==> src/rtl/cma_pkg.sv <==
// Package: shared defaults and derived sizes for the cascaded moving-average
// filter. Assumes the three window lengths are positive.
package cma_pkg;
    parameter int DEF_LEN_A = 31;
    parameter int DEF_LEN_B = 11;
    parameter int DEF_LEN_C = 3;
    // Register stages between bit capture and the accumulated output.
    parameter int PIPE_STAGES = 3;

    // Peak kernel weight: product of the lengths with the largest left out.
    function automatic int peak_weight(input int a, input int b, input int c);
        int big;
        big = (a >= b && a >= c) ? a : ((b >= c) ? b : c);
        return (a * b * c) / big;
    endfunction

    // Number of taps in the combined kernel.
    function automatic int kernel_taps(input int a, input int b, input int c);
        return a + b + c - 2;
    endfunction
endpackage

==> src/rtl/cma_diff_stage.sv <==
// Module: one moving-average stage that works on differences. It keeps the
// last DEPTH input values and registers (newest - value leaving the window),
// which is the first difference of the stage's moving sum.
// Assumes: the input is either an unsigned bit (IN_SIGNED=0) or a signed
// difference from an earlier stage, and that |output| never exceeds MAX_MAG.
module cma_diff_stage #(
    parameter int DEPTH     = 31,
    parameter int IN_W      = 1,
    parameter bit IN_SIGNED = 1'b0,
    parameter int MAX_MAG   = 1,
    localparam int OUT_W    = IN_W + 1
) (
    input  logic             clk,
    input  logic             rst_n,
    input  logic [IN_W-1:0]  din,
    output logic [OUT_W-1:0] dout
);
    logic [IN_W-1:0]         hist_q [DEPTH];
    logic signed [OUT_W-1:0] new_ext;
    logic signed [OUT_W-1:0] old_ext;
    logic [OUT_W-1:0]        dout_q;

    // Widen the newest and the oldest entries; the generate picks the extension kind.
    generate
        if (IN_SIGNED) begin : g_sext
            assign new_ext = {din[IN_W-1], din};
            assign old_ext = {hist_q[DEPTH-1][IN_W-1], hist_q[DEPTH-1]};
        end else begin : g_zext
            assign new_ext = {1'b0, din};
            assign old_ext = {1'b0, hist_q[DEPTH-1]};
        end
    endgenerate

    // Shift the window and register the difference entering minus leaving.
    always_ff @(posedge clk) begin
        if (!rst_n) begin
            for (int i = 0; i < DEPTH; i++) hist_q[i] <= '0;
            dout_q <= '0;
        end else begin
            hist_q[0] <= din;
            for (int i = 1; i < DEPTH; i++) hist_q[i] <= hist_q[i-1];
            dout_q <= new_ext - old_ext;
        end
    end

    assign dout = dout_q;

    // a stage difference stays inside the range the next stage is sized for
    delta_range_chk: assert property (@(posedge clk) disable iff (!rst_n)
        ($signed(dout_q) <= MAX_MAG) && ($signed(dout_q) >= -MAX_MAG));
endmodule

==> src/rtl/cma_accum_chain.sv <==
// Module: NUM accumulators in series. Each clock the first adds the
// sign-extended input difference, and every later one adds the freshly updated
// value of the one before. This undoes NUM levels of differencing.
// Assumes: the true result fits in OUT_W unsigned bits, so modular wrap in the
// intermediate accumulators cancels out.
module cma_accum_chain #(
    parameter int NUM   = 3,
    parameter int IN_W  = 4,
    parameter int OUT_W = 10
) (
    input  logic             clk,
    input  logic             rst_n,
    input  logic [IN_W-1:0]  delta,
    output logic [OUT_W-1:0] total
);
    logic [OUT_W-1:0] acc_q   [NUM];
    logic [OUT_W-1:0] acc_nxt [NUM];
    logic [OUT_W-1:0] delta_ext;

    // Sign-extend the incoming difference to accumulator width.
    assign delta_ext = {{(OUT_W-IN_W){delta[IN_W-1]}}, delta};

    // Build the chained next values, one adder per accumulator.
    generate
        for (genvar k = 0; k < NUM; k++) begin : g_acc
            if (k == 0) begin : g_head
                assign acc_nxt[k] = acc_q[k] + delta_ext;
            end else begin : g_tail
                assign acc_nxt[k] = acc_q[k] + acc_nxt[k-1];
            end
        end
    endgenerate

    // Register every accumulator at once.
    always_ff @(posedge clk) begin
        if (!rst_n) begin
            for (int i = 0; i < NUM; i++) acc_q[i] <= '0;
        end else begin
            for (int i = 0; i < NUM; i++) acc_q[i] <= acc_nxt[i];
        end
    end

    assign total = acc_q[NUM-1];
endmodule

==> src/rtl/cma_fill_track.sv <==
// Module: counts clocks since reset release, stops at FILL, and flags when
// the count is reached.
// Assumes: one sample enters per clock, so clocks equal samples.
module cma_fill_track #(
    parameter int FILL  = 46,
    localparam int CNT_W = $clog2(FILL + 1)
) (
    input  logic clk,
    input  logic rst_n,
    output logic full
);
    logic [CNT_W-1:0] cnt_q;

    // Count up after reset, holding at FILL.
    always_ff @(posedge clk) begin
        if (!rst_n)                      cnt_q <= '0;
        else if (cnt_q != CNT_W'(FILL))  cnt_q <= cnt_q + 1'b1;
    end

    assign full = (cnt_q == CNT_W'(FILL));

    // once raised, the flag stays high until reset
    valid_hold_chk: assert property (@(posedge clk) disable iff (!rst_n)
        full |=> full);
endmodule

==> src/rtl/cma_filter.sv <==
// Module: top of the cascaded unequal moving-average bitstream filter.
// The chain is three difference stages of lengths LEN_A, LEN_B and LEN_C,
// followed by three accumulators. The output is the exact 43-tap trapezoid
// convolution, three clocks after a bit is captured.
// Assumes: a new bit on every clock and a synchronous active-low reset.
module cma_filter #(
    parameter int LEN_A  = cma_pkg::DEF_LEN_A,
    parameter int LEN_B  = cma_pkg::DEF_LEN_B,
    parameter int LEN_C  = cma_pkg::DEF_LEN_C,
    localparam int SUM_W = $clog2(LEN_A * LEN_B * LEN_C + 1)
) (
    input  logic             clk,
    input  logic             rst_n,
    input  logic             bit_i,
    output logic [SUM_W-1:0] sum_o,
    output logic             valid_o
);
    localparam int TAPS  = cma_pkg::kernel_taps(LEN_A, LEN_B, LEN_C);
    localparam int FILL  = TAPS + cma_pkg::PIPE_STAGES;
    localparam int PEAK  = cma_pkg::peak_weight(LEN_A, LEN_B, LEN_C);
    localparam int D1_W  = 2;
    localparam int D2_W  = 3;
    localparam int D3_W  = 4;

    logic [D1_W-1:0] d1;
    logic [D2_W-1:0] d2;
    logic [D3_W-1:0] d3;

    // Stage A: window of raw bits, difference in {-1,0,1}.
    cma_diff_stage #(.DEPTH(LEN_A), .IN_W(1), .IN_SIGNED(1'b0), .MAX_MAG(1)) u_stage_a (
        .clk(clk), .rst_n(rst_n), .din(bit_i), .dout(d1));

    // Stage B: window of stage-A differences, difference in [-2,2].
    cma_diff_stage #(.DEPTH(LEN_B), .IN_W(D1_W), .IN_SIGNED(1'b1), .MAX_MAG(2)) u_stage_b (
        .clk(clk), .rst_n(rst_n), .din(d1), .dout(d2));

    // Stage C: window of stage-B differences, difference in [-4,4].
    cma_diff_stage #(.DEPTH(LEN_C), .IN_W(D2_W), .IN_SIGNED(1'b1), .MAX_MAG(4)) u_stage_c (
        .clk(clk), .rst_n(rst_n), .din(d2), .dout(d3));

    // Three accumulators rebuild the full filtered value.
    cma_accum_chain #(.NUM(3), .IN_W(D3_W), .OUT_W(SUM_W)) u_accum (
        .clk(clk), .rst_n(rst_n), .delta(d3), .total(sum_o));

    // Window-filled flag.
    cma_fill_track #(.FILL(FILL)) u_fill (
        .clk(clk), .rst_n(rst_n), .full(valid_o));


    reset_clear_chk: assert property (@(posedge clk)
        !rst_n |=> (sum_o == '0) && !valid_o);


    step_bound_chk: assert property (@(posedge clk) disable iff (!rst_n)
        ((sum_o >= $past(sum_o)) ? (sum_o - $past(sum_o)) : ($past(sum_o) - sum_o))
            <= SUM_W'(PEAK));
endmodule

==> config.mk <==
export PLATFORM = sky130hd
export DESIGN_NAME = cma_filter
export DESIGN_NICKNAME = d
export VERILOG_FILES = /design/src/rtl/cma_pkg.sv /design/src/rtl/cma_diff_stage.sv /design/src/rtl/cma_accum_chain.sv /design/src/rtl/cma_fill_track.sv /design/src/rtl/cma_filter.sv
export SDC_FILE = /design/constraint.sdc
export NUM_CORES = 1
export LEC_CHECK = 0
export CAP_MARGIN = 5
export CORE_MARGIN = 1
export CORE_UTILIZATION = 65
export DETAILED_ROUTE_END_ITERATION = 7
export DONT_BUFFER_PORTS = 1
export GPL_TIMING_DRIVEN = 0
export PLACE_DENSITY = 0.85
export SETUP_SLACK_MARGIN = 0.1
export SLEW_MARGIN = 0
export SYNTH_ARGS = -nofsm -noshare
export SYNTH_HDL_FRONTEND = slang
export SYNTH_SLANG_ARGS = --single-unit
==> constraint.sdc <==
create_clock -name clk -period 10.7 [get_ports clk]
set_clock_uncertainty 0.15 [all_clocks]
set_input_delay 1.605 -clock clk [delete_from_list [all_inputs] [get_ports clk]]
set_output_delay 1.605 -clock clk [all_outputs]
set_load 0.02 [all_outputs]
==> impl_metrics.py <==
metrics = {
    "place": {
        "dp_cells": 492,
        "place_congestion": 0.808,
        "hpwlAfterDp_um": 4880,
        "portBuffers": 0,
    },
    "setup_path": {
        "cp_max_fo": 7,
        "cp-start-kind": "flip-flop",
        "critPathSlowestCell": "dfxtp_1",
        "worstSetupStartpoint": "u_stage_c.dout[3]",
        "ff2ff_setup_slack_ns": 5.97,
        "end_kind": "flip-flop",
        "rr_startpoint": "u_stage_c.dout[3]",
        "crit_type": "reg -> reg",
        "critPathMaxStageDelay_ns": 0.52,
        "cp.required_ns": 10.81,
        "worstPathArrival_ns": 4.84,
        "crit_chain": "ha_1 -> a21oi_1 -> nor2b_1 -> a311oi_1 -> xnor2_1 -> ha_1 -> a21o_1 -> a31oi_1 -> xnor2_1 -> ha_1 -> a21oi_1 -> or4b_1 -> a31o_2 -> a21oi_1 -> xnor3_1 -> and2_1",
    },
    "timing": {
        "tightest_slew_ns": 0.529,
        "finalHoldViolations": 0,
        "finalMaxSlewViolations": 0,
        "rsz0062_at_grt": "false",
        "setup_tns_ns": 0,
        "setup_viol": 0,
        "relSlewSlack_pct": 64.7,
        "fin_crit_sh_pct": 44.2,
        "min_period_ns": 4.73,
        "clock.fmax_ghz": 0.211,
    },
    "synth": {
        "synth-async-reset-ratio_pct": 0,
        "synth_top_flop_cell": "dfxtp_1",
        "synth_top_family_by_area": "simple AND/OR/NAND/NOR gates",
        "synth.most_common_cell": "dfxtp_1",
        "synth_edf_count": 0,
        "syn_avg_cell_area_sq_um": 10.5,
        "syn-cell-area_sq_mm": 0.00438,
        "yosysTopAreaCellShare_pct": 49.0,
        "ys_seq_area_share_pct": 49.0,
        "synthMuxAreaShare_pct": 0.458,
        "synth_cell_types": 41,
        "yosysWarnings": 0,
        "synth_nets": 459,
        "syn_inst": 415,
        "synthAdderAreaFrac_pct": 12.8,
        "ys_seq_elements": 107,
        "synthTopCellsByArea": "dfxtp_1 (49%), and2_1 (13%), ha_1 (10%)",
        "synth_top_area_cell": "dfxtp_1",
        "yosys-top-cells-count": "dfxtp_1 (107), and2_1 (90), ha_1 (35)",
        "synth-compound-area-share_pct": 7.38,
        "synth_xor_area_share_pct": 6.46,
        "synth_simple_gate_area_share_pct": 19.5,
    },
    "grt": {
        "grt_pass1_vias": 2632,
        "grt_usage_pct": 21.2,
        "grt_pass1_wl_um": 11700,
        "grt_max_degree": 22,
        "grt_overflow_total": 0,
        "antenna_found_initial": 0,
    },
    "route": {
        "avgViaCountPerCell": 5.20,
        "route.detailed.drc": 0,
        "first_pass_iters": 4,
        "dr.first_iter.drc_count": 68,
        "drt-total-wl_um": 6700,
        "drtAntennaViolNets": 0,
        "wl_per_cell_um": 13.2,
        "vias": 2644,
    },
    "power_and_ir_drop": {
        "switching_share_pct": 24.4,
        "p_per_area_mw_per_mm2": 152,
        "leakage_nw": 2.12,
        "pwr-share-comb_pct": 5.3,
        "pwr-share-seq_pct": 57.6,
        "vdd_drop_max_mv": 0.151,
        "p_clk_share_pct": 37.1,
        "p_int_uw": 539,
        "p_sw_uw": 173,
    },
    "finish": {
        "final_core_util_pct": 73.2,
        "antenna_cells": 0,
        "final_nets": 470,
        "drive_gt1_share_pct": 7.42,
        "stdcell_count": 508,
        "area_delta_synth_final_pct": 7.38,
    },
    "floorplan": {
        "die_y_um": 84.0,
        "initial_utilization_pct": 68.1,
        "die_w_um": 84.0,
        "core_area_sq_mm": 0.00642,
        "die-area_sq_mm": 0.00706,
        "ios": 14,
        "placementRows": 29,
    },
    "clock_tree": {
        "clock_latency_ns": 0.36,
        "post_cts_buffers": 0,
        "ctsLongestPathBuffers": 2,
        "cts_hold_buffers": 0,
        "clock-root-buffer": "clkbuf_8",
        "htree_levels": 3,
        "cts_sinks": 107,
        "cts_inserted_buffers": 9,
        "cts_resized": 0,
        "clkTransAtPathRegs_ns": 0.11,
        "cts_tree": "yes",
    },
    "flow_run": {
        "maxCapViolCount": 0,
    },
    "outcome": {
        "outcome": "finished, final reports clean",
    },
    "worst_hold_path": {
        "hold_path.class": "reg -> reg",
        "min_from": "u_stage_a.hist_q[0][15]",
    },
}
[layout make-up]
cell class	instances	area [sq um]
clock buffer	9	124
inverter	20	75.1
tap	77	96.3
buffer	22	120
multi-input combinational	266	2040
fill	439	1720
sequential	107	2140
clock inverter	7	103
[power groups by stage]
stage / Clock, mW / Sequential, mW / Combinational (mW)
final: 0.264 / 0.410 / 0.0379
after global routing: 0.285 / 0.411 / 0.0420
after CTS: 0.270 / 0.410 / 0.0378
after detailed placement: 0 / 0.419 / 0.0371
after global placement: 0 / 0.419 / 0.0353
after floorplan: 0 / 0.417 / 0.0301
[critical path: cells and delay by family, from the launching register on]
| family | cells | cell delay (ns) |
|---|---|---|
| AOI/OAI and AO/OA | 7 | 1.65 |
| adders and majority gates | 3 | 1.02 |
| DFF | 1 | 0.52 |
| xor gates and xnor gates | 3 | 0.60 |
| and+or+nand+nor | 3 | 0.69 |
[per-layer routing]
layer,up-vias,share of wire [%],GRT usage [%]
li1,1364,-,-
met1,1242,47,25.8
met2,21,49,36.0
met3,17,1.9,3.66
met4,0,2.7,10.7
met5,-,0,0
[per-stage QoR]
step | power (mW) | instance area, sq um | hold slack (ns) | setup WS, ns
2_1_floorplan | 0.447 | 4380 | 0.256 | 6.54
3_3_place_gp | 0.454 | 4470 | 0.265 | 6.13
3_5_place_dp | 0.456 | 4470 | 0.269 | 6.05
4_1_cts | 0.717 | 4700 | 0.293 | 5.98
5_1_grt | 0.738 | 4700 | 0.303 | 5.70
6_report | 0.712 | 4700 | 0.287 | 5.97
[cell usage in the layout (no fill, tap or decap), drive strengths merged, types with 6 or more instances in the layout]
cell      n
clkbuf   21
nand2    11
a21oi    15
buf      10
ha       35
nor2     14
o21ai     8
xnor2    22
dfxtp   107
inv      24
and2     91
nor2b    13
fa        6
[cell families after synthesis]
logic type | Yosys count
AND/OR/NAND/NOR | 147
buffers and inverters | 42
adder cells (fa/ha/maj) | 41
AO/OA/AOI/OAI | 47
flip-flops | 107
XOR/XNOR | 29
multiplexers | 2
[state kept, by name (all words and copies together), names as in the netlist]
name	count
u_stage_b.hist_q	22
u_accum.acc_q	30
u_stage_b.dout	3
u_stage_a.hist_q	31
u_stage_c.dout	4
u_fill.cnt_q	6
u_stage_a.dout	2
u_stage_c.hist_q	9
[path summary, 6_finish.rpt]
kind / endpoint / cells past startpoint
setup / recovery: u_accum.acc_q[0][29] / 16
hold / removal: u_stage_a.hist_q[0][16] / 1
setup reg to reg: u_accum.acc_q[0][29] / 16
hold reg to reg: u_stage_a.hist_q[0][16] / 1
No activity file was read; power rests on OpenSTA's default activity.
